<file path="config.mk">
export PLATFORM = sky130hd
export DESIGN_NAME = ptr_short_lsu
export DESIGN_NICKNAME = d
export VERILOG_FILES = /design/src/rtl/psl_pkg.sv /design/src/rtl/psl_decode.sv /design/src/rtl/psl_agen.sv /design/src/rtl/psl_store_lanes.sv /design/src/rtl/psl_load_wb.sv /design/src/rtl/ptr_short_lsu.sv
export SDC_FILE = /design/constraint.sdc
export NUM_CORES = 1
export LEC_CHECK = 0
export ABC_AREA = 1
export ABC_CLOCK_PERIOD_IN_PS = 4300
export BUFFER_PORTS_ARGS = -buffer_cell sky130_fd_sc_hd__buf_4
export CAP_MARGIN = 0
export CORE_UTILIZATION = 35
export DETAILED_ROUTE_END_ITERATION = 6
export PLACE_DENSITY = 0.69
export SETUP_SLACK_MARGIN = 0.15
export SLEW_MARGIN = 15
export SYNTH_ARGS = -nofsm -noshare
export SYNTH_HDL_FRONTEND = slang
export SYNTH_SLANG_ARGS = --single-unit
</file>
<file path="constraint.sdc">
create_clock -name clk -period 4.3 [get_ports clk]
set_input_delay 0.86 -clock clk [delete_from_list [all_inputs] [get_ports clk]]
set_output_delay 0.86 -clock clk [all_outputs]
set_load 0.05 [all_outputs]
</file>
<file path="src/rtl/psl_pkg.sv">
package psl_pkg;
   localparam int REG_W  = 32;
   localparam int RID_W  = 5;
   localparam int DISP_W = 8;
   localparam int INST_W = 16;

   typedef enum logic [2:0] {
      OP_NONE,
      OP_LDH,
      OP_LDW,
      OP_STB,
      OP_STH,
      OP_STW
   } op_e;

   typedef enum logic [1:0] {
      SZ_B = 2'd0,
      SZ_H = 2'd1,
      SZ_W = 2'd2
   } size_e;

   typedef struct packed {
      logic              legal;
      logic              is_load;
      logic              is_store;
      size_e             size;
      logic [RID_W-1:0]  rid;
      logic [DISP_W-1:0] disp;
   } dec_t;
endpackage

</file>
<file path="src/rtl/psl_decode.sv">
module psl_decode
   import psl_pkg::*;
(
   input  logic [INST_W-1:0] inst,
   output dec_t              dec
);
   op_e op;

   // format recognition; the halfword-load pattern is checked first
   always_comb begin
      op = OP_NONE;
      if (inst[10:4] == 7'b0000111) begin
         op = OP_LDH;
      end else begin
         case (inst[10:7])
            4'b1010: op = inst[0] ? OP_STW : OP_LDW;
            4'b0111: op = OP_STB;
            4'b1001: op = OP_STH;
            default: op = OP_NONE;
         endcase
      end
   end

   // field extraction and displacement scaling
   always_comb begin
      dec      = '0;
      dec.rid  = inst[15:11];
      dec.size = SZ_B;
      case (op)
         OP_LDH: begin
            dec.legal   = 1'b1;
            dec.is_load = 1'b1;
            dec.size    = SZ_H;
            dec.disp    = {3'b000, inst[3:0], 1'b0};
         end
         OP_LDW: begin
            dec.legal   = 1'b1;
            dec.is_load = 1'b1;
            dec.size    = SZ_W;
            dec.disp    = {inst[6:1], 2'b00};
         end
         OP_STW: begin
            dec.legal    = 1'b1;
            dec.is_store = 1'b1;
            dec.size     = SZ_W;
            dec.disp     = {inst[6:1], 2'b00};
         end
         OP_STB: begin
            dec.legal    = 1'b1;
            dec.is_store = 1'b1;
            dec.size     = SZ_B;
            dec.disp     = {1'b0, inst[6:0]};
         end
         OP_STH: begin
            dec.legal    = 1'b1;
            dec.is_store = 1'b1;
            dec.size     = SZ_H;
            dec.disp     = {inst[6:0], 1'b0};
         end
         default: dec.legal = 1'b0;
      endcase
   end
endmodule

</file>
<file path="src/rtl/psl_agen.sv">
module psl_agen
   import psl_pkg::*;
#(
   parameter int AW = 32
) (
   input  logic [REG_W-1:0]  base,
   input  logic [DISP_W-1:0] disp,
   output logic [AW-1:0]     addr
);
   // unsigned offset, wraps at the address width
   assign addr = base[AW-1:0] + AW'(disp);
endmodule

</file>
<file path="src/rtl/psl_store_lanes.sv">
module psl_store_lanes
   import psl_pkg::*;
#(
   parameter int BUS_W = 32
) (
   input  size_e               size,
   input  logic [$clog2(BUS_W/8)-1:0] off,
   input  logic [REG_W-1:0]    src,
   output logic [BUS_W-1:0]    wdata,
   output logic [BUS_W/8-1:0]  be
);
   localparam int NB   = BUS_W / 8;
   localparam int LOFF = $clog2(NB);
   localparam int LNW  = LOFF + 1;

   logic [LOFF-1:0] base;
   logic [LOFF:0]   nbytes;
   logic [LOFF:0]   first;
   logic [LOFF:0]   last_x;

   always_comb begin
      case (size)
         SZ_B:    begin base = off;                 nbytes = LNW'(1); end
         SZ_H:    begin base = off & ~LOFF'(1);     nbytes = LNW'(2); end
         default: begin base = off & ~LOFF'(3);     nbytes = LNW'(4); end
      endcase
   end

   assign first  = {1'b0, base};
   assign last_x = first + nbytes;

   for (genvar i = 0; i < NB; i++) begin : g_lane
      localparam logic [LOFF:0] LANE = LNW'(i);
      assign be[i] = (first <= LANE) && (LANE < last_x);
      assign wdata[8*i +: 8] = (size == SZ_B) ? src[7:0] :
                               (size == SZ_H) ? src[8*(i%2) +: 8] :
                                                src[8*(i%4) +: 8];
   end
endmodule

</file>
<file path="src/rtl/psl_load_wb.sv">
module psl_load_wb
   import psl_pkg::*;
#(
   parameter int BUS_W = 32
) (
   input  logic                       clk,
   input  logic                       rst_n,
   input  logic                       issue_load,
   input  logic                       issue_store,
   input  logic [RID_W-1:0]           ld_rid,
   input  size_e                      ld_size,
   input  logic [$clog2(BUS_W/8)-1:0] ld_off,
   input  logic                       mem_rvalid,
   input  logic [BUS_W-1:0]           mem_rdata,
   output logic                       rf_we,
   output logic [RID_W-1:0]           rf_waddr,
   output logic [REG_W-1:0]           rf_wdata
);
   localparam int LOFF = $clog2(BUS_W / 8);

   logic             pend_v;
   logic [RID_W-1:0] pend_rid;
   logic             pend_half;
   logic [LOFF-1:0]  pend_base;
   logic [LOFF-1:0]  cap_base;
   logic [BUS_W-1:0] shifted;
   logic [REG_W-1:0] ext_data;

   assign cap_base = (ld_size == SZ_H) ? (ld_off & ~LOFF'(1)) : (ld_off & ~LOFF'(3));

   // load context: a new load replaces it, read return retires it
   always_ff @(posedge clk or negedge rst_n) begin
      if (!rst_n) begin
         pend_v    <= 1'b0;
         pend_rid  <= '0;
         pend_half <= 1'b0;
         pend_base <= '0;
      end else if (issue_load) begin
         pend_v    <= 1'b1;
         pend_rid  <= ld_rid;
         pend_half <= (ld_size == SZ_H);
         pend_base <= cap_base;
      end else if (mem_rvalid) begin
         pend_v    <= 1'b0;
      end
   end

   assign shifted  = mem_rdata >> {pend_base, 3'b000};
   assign ext_data = pend_half ? {16'h0000, shifted[15:0]} : shifted[REG_W-1:0];

   always_ff @(posedge clk or negedge rst_n) begin
      if (!rst_n) begin
         rf_we    <= 1'b0;
         rf_waddr <= '0;
         rf_wdata <= '0;
      end else begin
         rf_we    <= mem_rvalid && pend_v;
         rf_waddr <= pend_rid;
         rf_wdata <= ext_data;
      end
   end

   a_r8_wb_needs_rvalid: assert property (@(posedge clk) disable iff (!rst_n)
      rf_we |-> $past(mem_rvalid));

   a_r9_wb_needs_pending: assert property (@(posedge clk) disable iff (!rst_n)
      rf_we |-> $past(pend_v));

   a_r9_store_leaves_idle: assert property (@(posedge clk) disable iff (!rst_n)
      (issue_store && !pend_v) |=> !pend_v);
endmodule

</file>
<file path="src/rtl/ptr_short_lsu.sv">
module ptr_short_lsu
   import psl_pkg::*;
#(
   parameter int AW    = 32,
   parameter int BUS_W = 32
) (
   input  logic                 clk,
   input  logic                 rst_n,
   input  logic                 inst_valid,
   input  logic [15:0]          inst,
   input  logic [31:0]          ep_val,
   input  logic [31:0]          reg2_rdata,
   output logic                 mem_req,
   output logic [AW-1:0]        mem_addr,
   output logic [BUS_W-1:0]     mem_wdata,
   output logic [1:0]           mem_size,
   output logic                 mem_we,
   output logic [BUS_W/8-1:0]   mem_be,
   input  logic                 mem_rvalid,
   input  logic [BUS_W-1:0]     mem_rdata,
   output logic                 rf_we,
   output logic [4:0]           rf_waddr,
   output logic [31:0]          rf_wdata,
   output logic                 illegal
);
   localparam int NB   = BUS_W / 8;
   localparam int LOFF = $clog2(NB);

   if (!(BUS_W == 32 || BUS_W == 64)) begin : g_bad_bus
      $error("BUS_W must be 32 or 64");
   end
   if (AW < DISP_W || AW > REG_W) begin : g_bad_aw
      $error("AW must lie between the displacement width and the register width");
   end

   dec_t            dec;
   logic [NB-1:0]   be_raw;
   logic [AW-1:0]   addr;

   psl_decode u_dec (
      .inst (inst),
      .dec  (dec)
   );

   psl_agen #(.AW(AW)) u_agen (
      .base (ep_val),
      .disp (dec.disp),
      .addr (addr)
   );

   psl_store_lanes #(.BUS_W(BUS_W)) u_lanes (
      .size  (dec.size),
      .off   (addr[LOFF-1:0]),
      .src   (reg2_rdata),
      .wdata (mem_wdata),
      .be    (be_raw)
   );

   assign mem_req  = inst_valid && dec.legal;
   assign illegal  = inst_valid && !dec.legal;
   assign mem_we   = mem_req && dec.is_store;
   assign mem_size = dec.size;
   assign mem_addr = addr;
   assign mem_be   = mem_req ? be_raw : '0;

   psl_load_wb #(.BUS_W(BUS_W)) u_wb (
      .clk         (clk),
      .rst_n       (rst_n),
      .issue_load  (mem_req && dec.is_load),
      .issue_store (mem_we),
      .ld_rid      (dec.rid),
      .ld_size     (dec.size),
      .ld_off      (addr[LOFF-1:0]),
      .mem_rvalid  (mem_rvalid),
      .mem_rdata   (mem_rdata),
      .rf_we       (rf_we),
      .rf_waddr    (rf_waddr),
      .rf_wdata    (rf_wdata)
   );

   a_r7_illegal_blocks_req: assert property (@(posedge clk) disable iff (!rst_n)
      illegal |-> !mem_req);

   a_r7_idle_quiet: assert property (@(posedge clk) disable iff (!rst_n)
      !inst_valid |-> (!mem_req && !illegal && mem_be == '0));

   a_r5_byte_be_single: assert property (@(posedge clk) disable iff (!rst_n)
      (mem_req && mem_size == SZ_B) |-> $countones(mem_be) == 1);

   a_r6_half_be_pair: assert property (@(posedge clk) disable iff (!rst_n)
      (mem_req && mem_size == SZ_H) |-> $countones(mem_be) == 2);

   a_r4_word_be_full: assert property (@(posedge clk) disable iff (!rst_n)
      (mem_req && mem_size == SZ_W) |-> $countones(mem_be) == 4);

   a_r2_load_not_byte: assert property (@(posedge clk) disable iff (!rst_n)
      (mem_req && !mem_we) |-> mem_size != SZ_B);
endmodule

</file>
; ---- Word level (Yosys, flattened, before mapping)
; Index checks and enable logic that the tools add are counted.
[word_totals]
out_inout_bits = 111
wordCells = 65
regBits = 47
[op_classes]
n_reduce_logical = 17
eq_ne = 10
n_lt_le_gt_ge = 8
mux = 20
addsub = 2
shift = 1
[op_table]
columns = op, n
row1 = $mux W8, 5
row2 = $add A32 B8 Y32, 1
row3 = $mux W32, 1
row4 = $pmux W8 S4, 1
row5 = $shr A32 B5 Y32, 1
row6 = $logic_and A1 B1 Y1, 9
row7 = $pmux W3 S3, 1
row8 = $eq A4 B4 Y1 const B, 2
row9 = $pmux W2 S2, 2
row10 = $eq A7 B3 Y1 const B, 1
row11 = $eq A3 B2 Y1 const B, 2
row12 = $eq A3 B3 Y1 const B, 2
row13 = $lt A1 B3 Y1 const A, 2
row14 = $lt A2 B3 Y1 const A, 2
row15 = $mux W3, 2
row16 = $pmux W3 S2, 1
row17 = $reduce_or A2 Y1, 3
row18 = $mux W1, 5
row19 = $reduce_or A5 Y1, 1
row20 = $eq A4 B3 Y1 const B, 1
row21 = $le A2 B1 Y1 const B, 2
row22 = $le A2 B2 Y1 const B, 2
row23 = $mux W4, 1
row24 = $add A2 B3 Y3, 1
row25 = 7 further kinds, 7

; ---- Longest topological paths before layout
[logic_depth]
word_depth = 12
ltp_mapped = 19

; ---- Modules after synthesis
; From an unflattened synthesis, not the netlist that was laid out.
[unflattened]
hier_cells = 641
area_unflattened_um2 = 3957.5
[by_module_without_submodules]
columns = mod, area_per_inst_um2, n_inst, seq_area_each_um2, cells_per_inst
row1 = psl_load_wb, 1622.8, 1, 1151.1, 159
row2 = psl_agen, 1405.1, 1, 0.0, 287
row3 = psl_store_lanes, 534.3, 1, 0.0, 114
row4 = psl_decode, 332.8, 1, 0.0, 65
row5 = ptr_short_lsu, 62.6, 1, 0.0, 16

; ---- Worst setup path before layout
; Ideal clock, no wire load.
[synth_path]
path_kind = input port to output port
start = input inst[8]
end = output mem_be[1]
setup_slack_ps = -736
path_stages = 15
arrival_ps = 4176
required_ps = 3440
path_cell_list = inv_1 -> nand2_1 -> nor2_1 -> nand2_2 -> nand2_1 -> inv_1 -> buf_2 -> o22ai_1 -> fa_1 -> nand3_1 -> o21ai_0 -> ha_1 -> nand2_1 -> nand2_1 -> a21oi_1
[synth_between]
elab_chain_len = 12
word_cells_on_any_way = 28
[synth_lines]
columns = element, line
row1 = start: declaration, ptr_short_lsu.sv:10  ; input logic [15:0] inst,
row2 = $eq A4 B4 Y1 / $eq A4 B3 Y1 (equally long branches), psl_decode.sv:15  ; case (inst[10:7])
row3 = $pmux W3 S3, psl_decode.sv:15
row4 = $mux W3 *, psl_decode.sv:12  ; if (inst[10:4] == 7'b0000111) begin
row5 = $eq A3 B1 Y1 (tied with other cells), psl_decode.sv:29  ; case (op)
row6 = $reduce_or A2 Y1 (no line), --
row7 = $pmux W2 S2 *, psl_decode.sv:29
row8 = via mem_size[0], ptr_short_lsu.sv:16  ; output logic [1:0] mem_size,
row9 = $eq A2 B1 Y1 / $logic_not A2 Y1 (equally long branches), --
row10 = $pmux W2 S2 / $pmux W3 S2 (equally long branches), psl_store_lanes.sv:22  ; case (size)
row11 = $add A2 B3 Y3, psl_store_lanes.sv:30  ; assign last_x = first + nbytes;
row12 = $lt A1 B3 Y1, psl_store_lanes.sv:34  ; assign be[i] = (first <= LANE) && (LANE < last_x);
row13 = $logic_and A1 B1 Y1 *, psl_store_lanes.sv:34
row14 = $mux W4 *, ptr_short_lsu.sv:64  ; assign mem_be = mem_req ? be_raw : '0;
row15 = end: declaration, ptr_short_lsu.sv:18  ; output logic [BUS_W/8-1:0] mem_be,
; The timed path passes the listed nets; every way through them passes the cells marked *.

; ---- Final worst setup path
[layout_path]
start = input inst[8]
end = output mem_be[0]
[layout_between]
elab_chain_len = 12
word_cells_on_any_way = 28
[layout_lines]
columns = element, line
row1 = $eq A4 B4 Y1 / $eq A4 B3 Y1 (equally long branches), psl_decode.sv:15
row2 = $pmux W3 S3, psl_decode.sv:15
row3 = $mux W3 *, psl_decode.sv:12
row4 = $eq A3 B2 Y1 (tied with other cells), psl_decode.sv:29
row5 = $reduce_or A2 Y1 (no line), --
row6 = $pmux W8 S4 / $pmux W2 S2 (equally long branches), psl_decode.sv:29
row7 = $add A32 B8 Y32 (tied with other cells), psl_agen.sv:11  ; assign addr = base[AW-1:0] + AW'(disp);
row8 = $pmux W2 S2 / $pmux W3 S2 (equally long branches), psl_store_lanes.sv:22
row9 = $add A2 B3 Y3, psl_store_lanes.sv:30
row10 = $lt A1 B3 Y1, psl_store_lanes.sv:34
row11 = $logic_and A1 B1 Y1, psl_store_lanes.sv:34
row12 = $mux W4 *, ptr_short_lsu.sv:64
; Every way passes the cells marked *; elsewhere a longest branch is shown, timed or not.

==> key figures <==
Run status
  • Outcome: finished, final reports clean

Hold path
  • HP Class: flop to flop
  • Hold Path Origin: u_wb.pend_rid[4]$_DFFE_PN0P_
  • Hold depth: 0
  • Hold endpoint: u_wb.rf_waddr[4]$_DFF_PN0_

Logic synthesis
  • Post-Syn Area: 3440 sq um
  • Share of the synthesized area in the top cell type: 0.335
  • Post-synth net total: around 650
  • Register area share after synthesis: 0.335
  • Post-synth top area cell: dfrtp_1
  • Synth warn: 0
  • Post-synth cell types: 32
  • Synth Area per Inst: roughly 6.6 sq um
  • Synthesized flop and latch total: between 40 and 50
  • Synth Instances: between 500 and 600
  • Synth area leaders: dfrtp_1 (33%), nand2_1 (19%), inv_1 (8.8%)

Timing
  • RSZ-0062 raised after global routing: no
  • Max-Slew Margin vs Limit: 0.454
  • Max Clk Rate: roughly 250 MHz
  • Post-layout minimum cycle time: about 4.0 ns
  • Setup slack after layout: between 0.2 and 0.3 ns
  • # setup viols final: 0
  • Final hold vios: 0
  • Final Max Tran Viols: 0
  • Setup_tns: 0 ns
  • Actual slew at the worst max-slew pin: between 0.8 and 0.9 ns
  • Final worst path period share: 0.933
  • Min Hold Slack: between 0.3 and 0.4 ns
  • Final Skew: just over 0.009 ns

Clock tree
  • CTS buffer count: 5
  • Worst-Skew Late Latency: around 0.3 ns
  • CTS tree: done
  • Reg clk slew, reported paths: 0.08 ns
  • TritonCTS sink count: 46
  • Clock root buffer: clkbuf_8
  • H-tree depth: 2
  • Bufs on Longest Clock Path: 2

Die
  • Die W: roughly 100 microns
  • Num rows: 35
  • I/O pin cnt: around 230
  • Chip Height: a little over 100 microns
  • Core footprint: around 9400 sq um
  • Initial Util: 0.367
  • Full die area: ~10000 sq um

Place
  • Placed cell count: between 800 and 900
  • Area after DPL: ~5400 sq um
  • IO Port Bufs: between 200 and 250
  • Post-DP HPWL: 9840 microns
  • GP Congestion: about 0.96
  • Placement Setup Slack: ~0.13 ns

Setup path
  • Max FO, Critical Path: 11
  • CP top delay family: simple AND/OR/NAND/NOR gates
  • Buf+Inv Stages, Crit Path: 5
  • Worst Reg2Reg Path Length in Cells: 2
  • Worst endpoint required time: approximately 3.4 ns
  • Reg2reg start: u_wb.pend_base[1]$_DFFE_PN0P_
  • Crit start category: primary input
  • R2r setup slk: around 2.8 ns
  • Critical path type: primary input to primary output
  • Worst path arrival time: roughly 3.2 ns
  • CP peak stage delay: roughly 0.5 ns
  • Worst r2r dst: u_wb.rf_wdata[2]$_DFF_PN0_
  • Worst setup EP type: primary output
  • Slowest cell on crit path: fa_2
  • CP Cell Sequence: buf_4 > inv_4 > nand2_1 > nor2_2 > nand2_2 > nand2_8 > inv_4 > o22ai_4 > fa_2 > nand3_1 > o21ai_1 > ha_2 > nor2_1 > nand2_1 > nand2_4 > nand3_2 > nand2_2 > clkinvlp_4 > buf_6

Detailed routing
  • Vias: just over 4000
  • Number of remaining DRC errors: 0
  • Routed Wire Length: approximately 12000 microns
  • DR pass1 iterations: 4
  • Final ANT Viol Nets: 0
  • Vias/cell: roughly 4.7
  • Routed WL per cell: roughly 14 microns
  • Drt first-iter violations: ~150

Final layout
  • Commonest cells after routing, fill and taps aside: buf_4 (236), nand2_1 (164), inv_1 (77)
  • Area growth, synth to finish: 63.3%
  • Most common cell after layout, fill and taps aside: buf_4
  • Post-route cell area: between 5000 and 6000 sq um
  • Final Instance Count excl. Fillers: 876
  • Fin nets: between 800 and 900
  • Share of layout cells above drive strength 1: 0.404
  • Final Util: 0.599
  • Number of diodes: 0

GRT
  • Vias in the first global route: between 3000 and 4000
  • First-pass GRT wire length: ~19000 microns
  • Global route overflow: 0
  • Gr usage total: 0.232
  • Antenna violations before repair: 0
  • Largest net degree at the start of global routing: 47

Power and ir drop
  • PD cells: about 240 nW/um^2
  • Worst vdd ir: 120 uV
  • Leak: 3.15 nW
  • Total power: around 1.4 mW

Run
  • Max cap viols: 0
cell type report:
| cell class | count | area (sq um) |
|---|---|---|
| inverters | 83 | 320 |
| flip-flops and latches | 46 | 1150 |
| multi-input cells | 371 | 2070 |
| clock inverters | 3 | 21.3 |
| repair buffers | 239 | 1810 |
| fillers | 902 | 3760 |
| well taps | 129 | 161 |
| clock buffers | 5 | 68.8 |
sequential cells by signal, summed over array words and instances, names as in the netlist:
register        cells
u_wb.rf_wdata      32
u_wb.pend_base      1
u_wb.pend_v         1
u_wb.rf_we          1
u_wb.rf_waddr       5
u_wb.pend_half      1
u_wb.pend_rid       5
layer usage:
layer  vias to the layer above  part of all wire  global-route usage
met5                         -                 0                   0
met4                         0             0.024              0.0836
met3                        24             0.084              0.0333
met2                       190              0.48               0.395
met1                      1860              0.41               0.298
li1                       2063                 -                   -
report_power, final:
group / internal [mW] / switching (mW) / total (mW)
clock: 0.114 / 0.145 / 0.260
sequential: 0.456 / 0.00797 / 0.464
combinational: 0.223 / 0.425 / 0.647
repair_timing:
item                                    in CTS  in global routing
setup buffers                                1                  7
pin swaps                                    1                  9
hold buffers                                 0                  0
cloned                                       0                  0
resized for setup                            0                 16
endpoints found under the setup margin       1                 26
cells in the mapped netlist:
cell type,instances
xor2_1,12
nand3b_1,1
or2_2,1
o21ai_0,27
nor2_4,1
nor3_1,10
nor2_1,58
clkbuf_1,5
ha_1,10
and3_1,1
buf_2,3
xnor2_1,9
nand4_2,1
inv_1,81
nand3_2,2
o21ai_2,7
dfrtp_1,46
o211ai_1,8
fa_1,1
o21ai_1,1
nand2_1,170
buf_4,9
buf_6,2
a21oi_1,6
o21bai_1,1
a31oi_1,1
nand3_1,22
nand2_2,1
inv_2,2
o22ai_1,6
nand4_1,13
nand2_4,1
logic make-up after synthesis:
group           count (synthesis)  share of synthesized area
xor+xnor                       21                     0.0535
simple gates                  282                      0.343
compound gates                 57                     0.0997
flops                          46                      0.335
buf+inv                       102                      0.127
fa+ha+maj                      11                     0.0422
how the worst max path moves through the flow:
stage	start	endpoint	slack (ns)	cells after the start
2_1_floorplan	inst[10]	mem_be[0]	0.16	17
3_3_place_gp	inst[5]	mem_be[0]	0.21	18
3_5_place_dp	inst[8]	mem_be[0]	0.13	19
4_1_cts	inst[9]	mem_be[0]	0.15	17
5_1_grt	inst[8]	mem_be[0]	0.14	19
6_report	inst[8]	mem_be[0]	0.29	19
worst reg2reg max path, stage by stage (launching register included):
cell,delay [ns]
dfrtp_1,0.39
inv_1,0.60
o21ai_0,0.29
Note: power is estimated with default switching activity, not from simulation.
